$ cat config.mk
export PLATFORM = sky130hd
export DESIGN_NAME = motor_run_ctl
export DESIGN_NICKNAME = d
export VERILOG_FILES = /design/src/rtl/motor_run_ctl.sv
export SDC_FILE = /design/constraint.sdc
export NUM_CORES = 1
export LEC_CHECK = 0
export ABC_CLOCK_PERIOD_IN_PS = 2500
export BUFFER_PORTS_ARGS = -buffer_cell sky130_fd_sc_hd__buf_4
export CAP_MARGIN = 25
export CELL_PAD_IN_SITES_DETAIL_PLACEMENT = 0
export CELL_PAD_IN_SITES_GLOBAL_PLACEMENT = 1
export CORE_ASPECT_RATIO = 1.5
export CORE_UTILIZATION = 45
export CTS_BUF_LIST = sky130_fd_sc_hd__clkbuf_4
export CTS_CLUSTER_DIAMETER = 200
export DETAILED_ROUTE_END_ITERATION = 16
export PLACE_DENSITY = 0.9
export SLEW_MARGIN = 40
export SYNTH_ARGS = -nofsm -noshare
export SYNTH_HDL_FRONTEND = slang
export SYNTH_SLANG_ARGS = --single-unit
$ cat constraint.sdc
create_clock -name clk -period 2.5 [get_ports clk]
set_clock_uncertainty 0.15 [all_clocks]
set_input_delay 0.25 -clock clk [delete_from_list [all_inputs] [get_ports clk]]
set_output_delay 0.25 -clock clk [all_outputs]
set_load 0.005 [all_outputs]
$ cat src/rtl/motor_run_ctl.sv
module motor_run_ctl #(
  parameter int PROOF_TICKS = 30_000_000
) (
  input  logic clk,
  input  logic rst_n,
  input  logic start_pb,
  input  logic stop_ok,
  input  logic safe_ok,
  input  logic lvl_ok,
  input  logic ovl_trip,
  input  logic hi_press,
  input  logic over_temp,
  input  logic proof_fb,
  input  logic reset_pb,
  output logic run_cmd,
  output logic trip_press,
  output logic trip_proof,
  output logic trip_temp,
  output logic trip_safe,
  output logic trip_any
);
  localparam int CW = $clog2(PROOF_TICKS + 1);
  localparam logic [CW-1:0] LAST = CW'(PROOF_TICKS - 1);

  logic          start_q;
  logic          proven;
  logic [CW-1:0] cnt;

  wire start_edge = start_pb & ~start_q;
  wire permit     = stop_ok & safe_ok & lvl_ok & ~ovl_trip & ~trip_any & ~reset_pb;
  wire timeout    = run_cmd & ~proven & ~proof_fb & (cnt == LAST);
  wire keep       = stop_ok & safe_ok & ~hi_press & ~over_temp & ~timeout;

  assign trip_any = trip_press | trip_proof | trip_temp | trip_safe;

  always_ff @(posedge clk) begin
    if (!rst_n) begin
      start_q    <= 1'b1;
      run_cmd    <= 1'b0;
      proven     <= 1'b0;
      cnt        <= '0;
      trip_press <= 1'b0;
      trip_proof <= 1'b0;
      trip_temp  <= 1'b0;
      trip_safe  <= 1'b0;
    end else begin
      start_q <= start_pb;
      run_cmd <= run_cmd ? keep : (start_edge & permit);

      if (!run_cmd) begin
        proven <= 1'b0;
        cnt    <= '0;
      end else if (!proven) begin
        proven <= proof_fb;
        cnt    <= cnt + 1'b1;
      end

      trip_press <= (run_cmd & hi_press)  | (trip_press & ~(reset_pb & ~hi_press));
      trip_temp  <= (run_cmd & over_temp) | (trip_temp  & ~(reset_pb & ~over_temp));
      trip_safe  <= ~safe_ok              | (trip_safe  & ~(reset_pb & safe_ok));
      trip_proof <= timeout               | (trip_proof & ~reset_pb);
    end
  end

  a_r2_start_needs_permit: assert property (@(posedge clk) disable iff (!rst_n)
    $rose(run_cmd) |-> $past(start_pb && stop_ok && safe_ok && lvl_ok && !ovl_trip && !trip_any));

  a_r4_seal_collapse: assert property (@(posedge clk) disable iff (!rst_n)
    (run_cmd && (!stop_ok || !safe_ok || hi_press || over_temp)) |=> !run_cmd);

  a_r5_safety_latched: assert property (@(posedge clk) disable iff (!rst_n)
    !safe_ok |=> trip_safe && !run_cmd);

  a_r6_proof_only_running: assert property (@(posedge clk) disable iff (!rst_n)
    $rose(trip_proof) |-> $past(run_cmd) && !run_cmd);

  a_r9_trip_held: assert property (@(posedge clk) disable iff (!rst_n)
    (trip_any && !reset_pb) |=> trip_any);

  a_r10_reset_no_start: assert property (@(posedge clk) disable iff (!rst_n)
    $rose(run_cmd) |-> !$past(reset_pb));
endmodule

# Yosys cells after proc, flatten, opt, wreduce, memory -nomap -nowiden
# Cells that the tools add are included.
# totals
regBits	32
in_bits	11
output_inout_bits	6
elab_cells	55
# op_classes
n_mux	2
bitwise_logic	42
n_reduce_logical	1
eq_ne	1
n_addsub	1
# ops
op	n
adder 25 x 1 -> 25 bit (second input constant)	1
== test 25 bit (second input constant)	1
bitwise AND 1 bit	22
NOT 1 bit	13
OR 1 bit	7
two-way mux 1 bit	2
AND reduction 2 bit	1

# Depth between registers and ports, before layout
# Gate-level depths: netlist (run 1).
# depth
depth_word	8
mapped_depth	7
mapped_depth_nobuf	5

# Worst setup path before layout (run 1)
# Ideal clock, no wire load.
# synth_timing
path_type	register to register
from	register cnt[0]
to	register cnt[22]
arrival_ns	1.661
slack_ns	0.630
setup_ns	0.059
synth_period_minus_slack_ns	1.870
required_ns	2.291
path_buffers	2
stages_incl_launch_ff	8
cell_sequence	dfxtp_1 > ha_1 > and3b_2 > buf_2 > nand4_1 > clkbuf_1 > or4_1 > nand2_1
# synth_between
elab_chain_len	1
# synth_lines
item	line	rtl
start, declared	27	logic [CW-1:0] cnt;
start signal, assigned	55	cnt <= cnt + 1'b1;
adder 25 x 1 -> 25 bit	55	
# No other way between the ends.
# A chain may end at the register's enable or synchronous reset.

# Worst setup path in the final report (run 1)
# layout_timing
from	register cnt[0]
to	register cnt[20]
# The elaborated chain is that of the path after synthesis.

==> results of run 1 <==
## cell usage in the layout (no fill, tap or decap), types with 2 or more instances in the layout
cell type and instances:
xor2_1 7, nand2_1 17, o41ai_1 2, dlygate4sd3_1 4, nor4_1 3, clkbuf_4 5
and4_1 3, a21oi_1 6, a21boi_0 3, o211ai_1 4, nand2b_1 2, dfxtp_1 32
o21ai_0 3, or4_1 9, inv_1 4, nand4_1 10, clkinv_1 2, nor4b_1 3
buf_4 17, xnor2_1 6, nor2_1 18, nor3_1 2, and3_1 3, nand3_1 4
o31ai_1 5
## synthesized netlist by cell type, drive strengths merged, types with 4 or more instances
cell type | n | area [um2]
xnor2 | 6 | 52.6
dfxtp | 32 | 641
o211ai | 4 | 30.0
inv | 4 | 15.0
a21oi | 6 | 30.0
xor2 | 7 | 61.3
o31ai | 5 | 37.5
nor2 | 18 | 67.6
nand3 | 5 | 30.0
nand2 | 17 | 63.8
or4 | 9 | 67.6
nand4 | 10 | 62.6
## cells by family after synthesis
group / Yosys count
AND/OR/NAND/NOR: 87
XOR/XNOR: 13
flip-flops: 32
adder cells (fa/ha/maj): 1
AO/OA/AOI/OAI: 25
buffers and inverters: 9
multiplexers: 1
## power groups by stage
stage	logic, W	registers (W)	clock network [W]
after floorplan	0.00000583	0.000524	0
after CTS	0.0000308	0.000513	0.000392
after global routing	0.0000332	0.000513	0.000412
after global placement	0.0000250	0.000524	0
after detailed placement	0.0000257	0.000525	0
final	0.0000309	0.000513	0.000381
## through the flow
stage                     worst slack [ps]  util [%]
after floorplan                        630         -
after detailed placement               409      52.1
after global routing                   136      55.7
after CTS                              342      55.7
final                                  365      55.7
after global placement                 505      52.1
## routing by layer
layer / vias up / global-route usage, % / wire length [um]
li1: 670 / - / -
met1: 616 / 20.9 / 1280
met2: 39 / 36.8 / 1620
met3: 8 / 5.63 / 134
met4: 0 / 12.7 / 103
met5: - / 0 / 0
## timing repair
item                                   CTS  global route
endpoints found under the hold margin    3             0
gates resized for setup                  0             0
hold buffers                             4             0
## registers in the layout, indices dropped and copies added, names as in the netlist
register / cells
cnt: 25
proven: 1
run_cmd: 1
start_q: 1
trip_press: 1
trip_proof: 1
trip_safe: 1
trip_temp: 1
## cell type report
cell class	count	area share [%]
Timing Repair Buffer	21	9.44
Inverter	4	0.845
Clock inverter	3	2.11
Tap cell	40	2.82
Clock buffer	5	2.11
Multi-Input combinational cell	127	46.6
Sequential cell	32	36.1
## critical path, stage by stage (launching register included)
cell and delay, ps:
dfxtp_1 420, ha_1 180, and3b_2 250, nand4_1 390
or4_1 600, nand2_1 90
## final timing paths
path                            cells after the start  startpoint          to  slack (ps)
worst max-delay path                                5      cnt[0]     cnt[20]         360
worst min-delay path                                3    hi_press  trip_press          20
worst max register to register                      5      cnt[0]     cnt[20]         360
worst min register to register                      2     cnt[23]     cnt[23]         340
==> flow_summary.yaml, run 1 <==
power_and_ir_drop:
  p_int_w: 0.000735
  power.total_w: 0.000925
  max-vdd-ir-drop_v: 0.000432
  power.share.sequential_pct: 55.4
  combinationalPowerShare_pct: 3.3
  p_leak_nw: 0.633
  power_density_nw_per_um2: 520
  p_sw_share_pct: 20.5
  clkPwrFrac_pct: 41.2
  p_sw_w: 0.000189
floorplan:
  fp.dieW_um: 49.3
  dieHeight_um: 73.0
  fp-row-count: 25
  io_pins: 17
  die-area_um2: 3600
  start_util_pct: 47.4
  coreArea_um2: 3190
global_route:
  grt_usage_pct: 20.6
  first_global_vias: 1305
  grt_pass1_wl_um: 5530
  grt_max_degree: 16
  grt_antenna_before_repair: 0
  grt_overflow: 0
run:
  maxCapViolations: 0
clock_network:
  cts_root_buf: "clkbuf_4"
  cts_made_buffers: 5
  clk_latency_ps: 340
  cts_setup_buffers: 0
  cts_tree: "built"
  clock_sinks: 32
  cts_max_path_buffers: 2
  cts.reportedPaths.clkPinSlew_ps: 100
  htreeDepth: 2
drt:
  drcViolationCount: 0
  wl_per_cell_um: 13.5
  viasPerCell: 5.75
  ant_nets: 0
  num_vias: 1333
  detail_route.first_pass.iterations: 4
  first_iter_violations: 40
  routed_wirelength_um: 3140
yosys:
  muxShareOfSynthArea_pct: 0.662
  synth_xor_area_share_pct: 7.53
  netlist_area_um2: 1510
  yosysWarnings: 0
  synth.net_count: 180
  synthAdderAreaFrac_pct: 0.828
  synth_top_family_by_area: "simple AND/OR/NAND/NOR gates"
  synth_edf_count: 0
  synth_compound_area_share_pct: 11.2
  synth_flop_cell: "dfxtp_1"
  synth_cells: 168
  synthSimpleGateAreaFrac_pct: 34.6
  synthDistinctLibCells: 41
  ys_seq_elements: 32
  syn_area_per_cell_um2: 9.00
  async_flop_share_pct: 0
  ys_seq_area_share_pct: 42.4
timing:
  hold_violations: 0
  period_needed_ps: 2140
  setup_viol: 0
  report.final.slew_viol_count: 0
  period_share_pct: 85.4
  tightest_slew_ps: 448
  tns_ps: 0
  whs_ps: 24.4
  max_slew_margin_pct: 70.1
  fmax_ghz: 0.468
  rsz0062_at_grt: "false"
final_layout:
  syn_to_final_growth_pct: 17.5
  fillCellCount: 298
  final_nets: 203
  drive_above_1_share_pct: 16.1
  seq_area_um2: 641
  final_area_um2: 1780
  instances_no_fill: 232
  multi_input_area_um2: 828
  n_antenna_cell: 0
placement:
  port_buffers: 16
  dp_cells: 220
  dp_hpwl_um: 2230
  dpl_cell_area_um2: 1660
  gp_congestion: 0.828
setup_path:
  required_ps: 2630
  crit_path_end_kind: "register"
  critPathKind: "register to register"
  cp-start-kind: "register"
  cp.arrival_ps: 2260
  worstPathMaxFanout: 11
min_path:
  hold_class: "input port to register"
outcome:
  status: "finished clean"
Power figures use the tool's default switching activity.
==> run 2, diff against run 1 <==
--- a/config.mk
+++ b/config.mk
@@ -16,6 +16,7 @@
 export CTS_CLUSTER_DIAMETER = 200
 export DETAILED_ROUTE_END_ITERATION = 16
 export PLACE_DENSITY = 0.9
+export RECOVER_POWER = 100
 export SLEW_MARGIN = 40
 export SYNTH_ARGS = -nofsm -noshare
 export SYNTH_HDL_FRONTEND = slang
==> run 2 against run 1 <==
  * Hold slack is essentially flat
  * Worst setup slack got worse by 72 ps
  * Die area is the same
  * Utilization fell by 0.75 points
  * Clock power barely moved
  * Largest power group unchanged
  * Sequential share of layout area rose by 0.49 points
  * First-iteration DRC count decreased by 10%
  * Highest routed layer unchanged
  * Flip-flop and latch count unchanged
  * Count of clock-buffer cells in the layout stayed put
  * Critical path type unchanged
  * Final area shrank 1.3%
  * Fmax is 3.3% lower
  * Non-clock buffer count stayed put
==> flow_summary.yaml, run 2 (synthesis results as in run 1) <==
outcome:
  status: "finished clean"
final_layout:
  fillCellCount: 302
  drive_above_1_share_pct: 14.6
  final_nets: 203
  largest_reg_flops: 25
  syn_to_final_growth_pct: 16.0
  n_antenna_cell: 0
  final_common_cell: "dfxtp_1"
  layout_common_cells: "dfxtp_1 (32), nor2_1 (18), nand2_1 (17)"
  multi_input_area_um2: 808
  seq_area_um2: 641
  largest-register: "cnt"
clock_network:
  cts_max_path_buffers: 2
  cts_tree: "built"
  cts_resized: 0
  cts.reportedPaths.clkPinSlew_ps: 100
  htreeDepth: 2
  clk_latency_ps: 340
  cts_made_buffers: 5
  cts_root_buf: "clkbuf_4"
  clock_sinks: 32
placement:
  port_buffers: 16
  place_ws_ps: 409
  dp_hpwl_um: 2230
  gp_congestion: 0.828
drt:
  wl_met1_um: 1280
  routed_wirelength_um: 3140
  ant_nets: 0
  drcViolationCount: 0
  topRoutingLayerUsed: "met4"
  detail_route.first_pass.iterations: 4
  first_iter_violations: 36
  wl_met2_um: 1630
  num_vias: 1331
  wl_per_cell_um: 13.5
  wl_met3_um: 125
  viasPerCell: 5.74
setup_path:
  r2r_cells: 4
  cp_num_buf_inv: 0
  max_stage_delay_ps: 580
  rr_endpoint: "cnt[19]"
  r2r_setup_slack_ps: 290
  required_ps: 2610
  critPathKind: "register to register"
  crit_cells: 4
  regToRegStartpoint: "proven"
  crit_path_end_kind: "register"
  endpoint: "cnt[19]"
  worstPathMaxFanout: 11
  cp.arrival_ps: 2320
  cp-start-kind: "register"
  cp_slowest_cell: "or3_1"
  crit_path_start: "proven"
  crit_family: "simple AND/OR/NAND/NOR gates"
  crit_chain: "nand4b_1 -> or3_1 -> or4_1 -> a21oi_1"
timing:
  tightest_slew_ps: 610
  period_needed_ps: 2210
  period_share_pct: 88.3
  fmax_ghz: 0.453
  tns_ps: 0
  setup_ws_ps: 293
  rsz0062_at_grt: "false"
  setup_viol: 0
  report.final.slew_viol_count: 0
  max_slew_margin_pct: 59.3
  hold_violations: 0
global_route:
  grt_usage_pct: 20.6
  grt_overflow: 0
  grt_max_degree: 16
  first_global_vias: 1305
  grt_antenna_before_repair: 0
  grt_pass1_wl_um: 5530
floorplan:
  fp-row-count: 25
  die-area_um2: 3600
  coreArea_um2: 3190
  dieHeight_um: 73.0
  io_pins: 17
  fp.dieW_um: 49.3
  start_util_pct: 47.4
power_and_ir_drop:
  max-vdd-ir-drop_v: 0.000433
  p_leak_nw: 0.585
  power_density_nw_per_um2: 528
min_path:
  hold_class: "input port to register"
  min_path_cells: 3
run:
  maxCapViolations: 0
-- run 2: cell count changes in the layout (fill, tap and decap cells not counted) --
cell,delta
clkbuf_1,+1
clkbuf_4,+8
or3_4,-1
nand4b_4,-1
or3_1,+1
nand4b_1,+1
buf_4,-9
-- run 2: tightest hold or removal path, stage by stage --
cell and delay [ps]:
buf_4 120, nand2_1 40, a21boi_0 70
-- run 2: worst min path at each step --
stage	startpoint	end	slack, ps
floorplan	rst_n	start_q	170
detailed placement	start_pb	start_q	300
global placement	start_pb	start_q	300
global route	rst_n	trip_proof	9
CTS	rst_n	trip_proof	10
finish	hi_press	trip_press	20
-- run 2: routing by layer --
metal  vias to the layer above  GRT usage [%]
met5                         -              0
met4                         0           12.7
met3                         8           5.63
met2                        40           36.8
met1                       615           20.9
li1                        668              -
-- run 2: cell type report --
class	instances	share of cell area, %
Clock inverter	3	2.14
Timing Repair Buffer	21	9.35
Sequential cell	32	36.5
Inverter	4	0.857
Clock buffer	5	2.14
Multi-Input combinational cell	127	46.1
Tap cell	40	2.86
-- run 2: what timing repair did --
item | CTS | global route
endpoints found under the hold margin | 3 | 0
buffers inserted | 0 | 0
endpoints found under the setup margin | 0 | 0
hold buffers | 4 | 0
-- run 2: power breakdown --
group	switching [W]	internal, W	leakage (nW)
Clock	0.000178	0.000204	0.0403
Sequential	0.00000126	0.000511	0.258
Combinational	0.0000109	0.0000195	0.287
-- run 2: through the flow --
stage          hold slack, ps  power (W)  std cells  instance area (um2)  utilization (%)
6_report                 24.2   0.000925        232                 1750             54.9
5_1_grt                  8.57   0.000958        232                 1750             54.9
4_1_cts                  14.4   0.000936        232                 1780             55.7
3_5_place_dp              305   0.000550        220                 1660             52.1
3_3_place_gp              296   0.000549        220                 1660             52.1
2_1_floorplan             173   0.000530        168                 1510                -
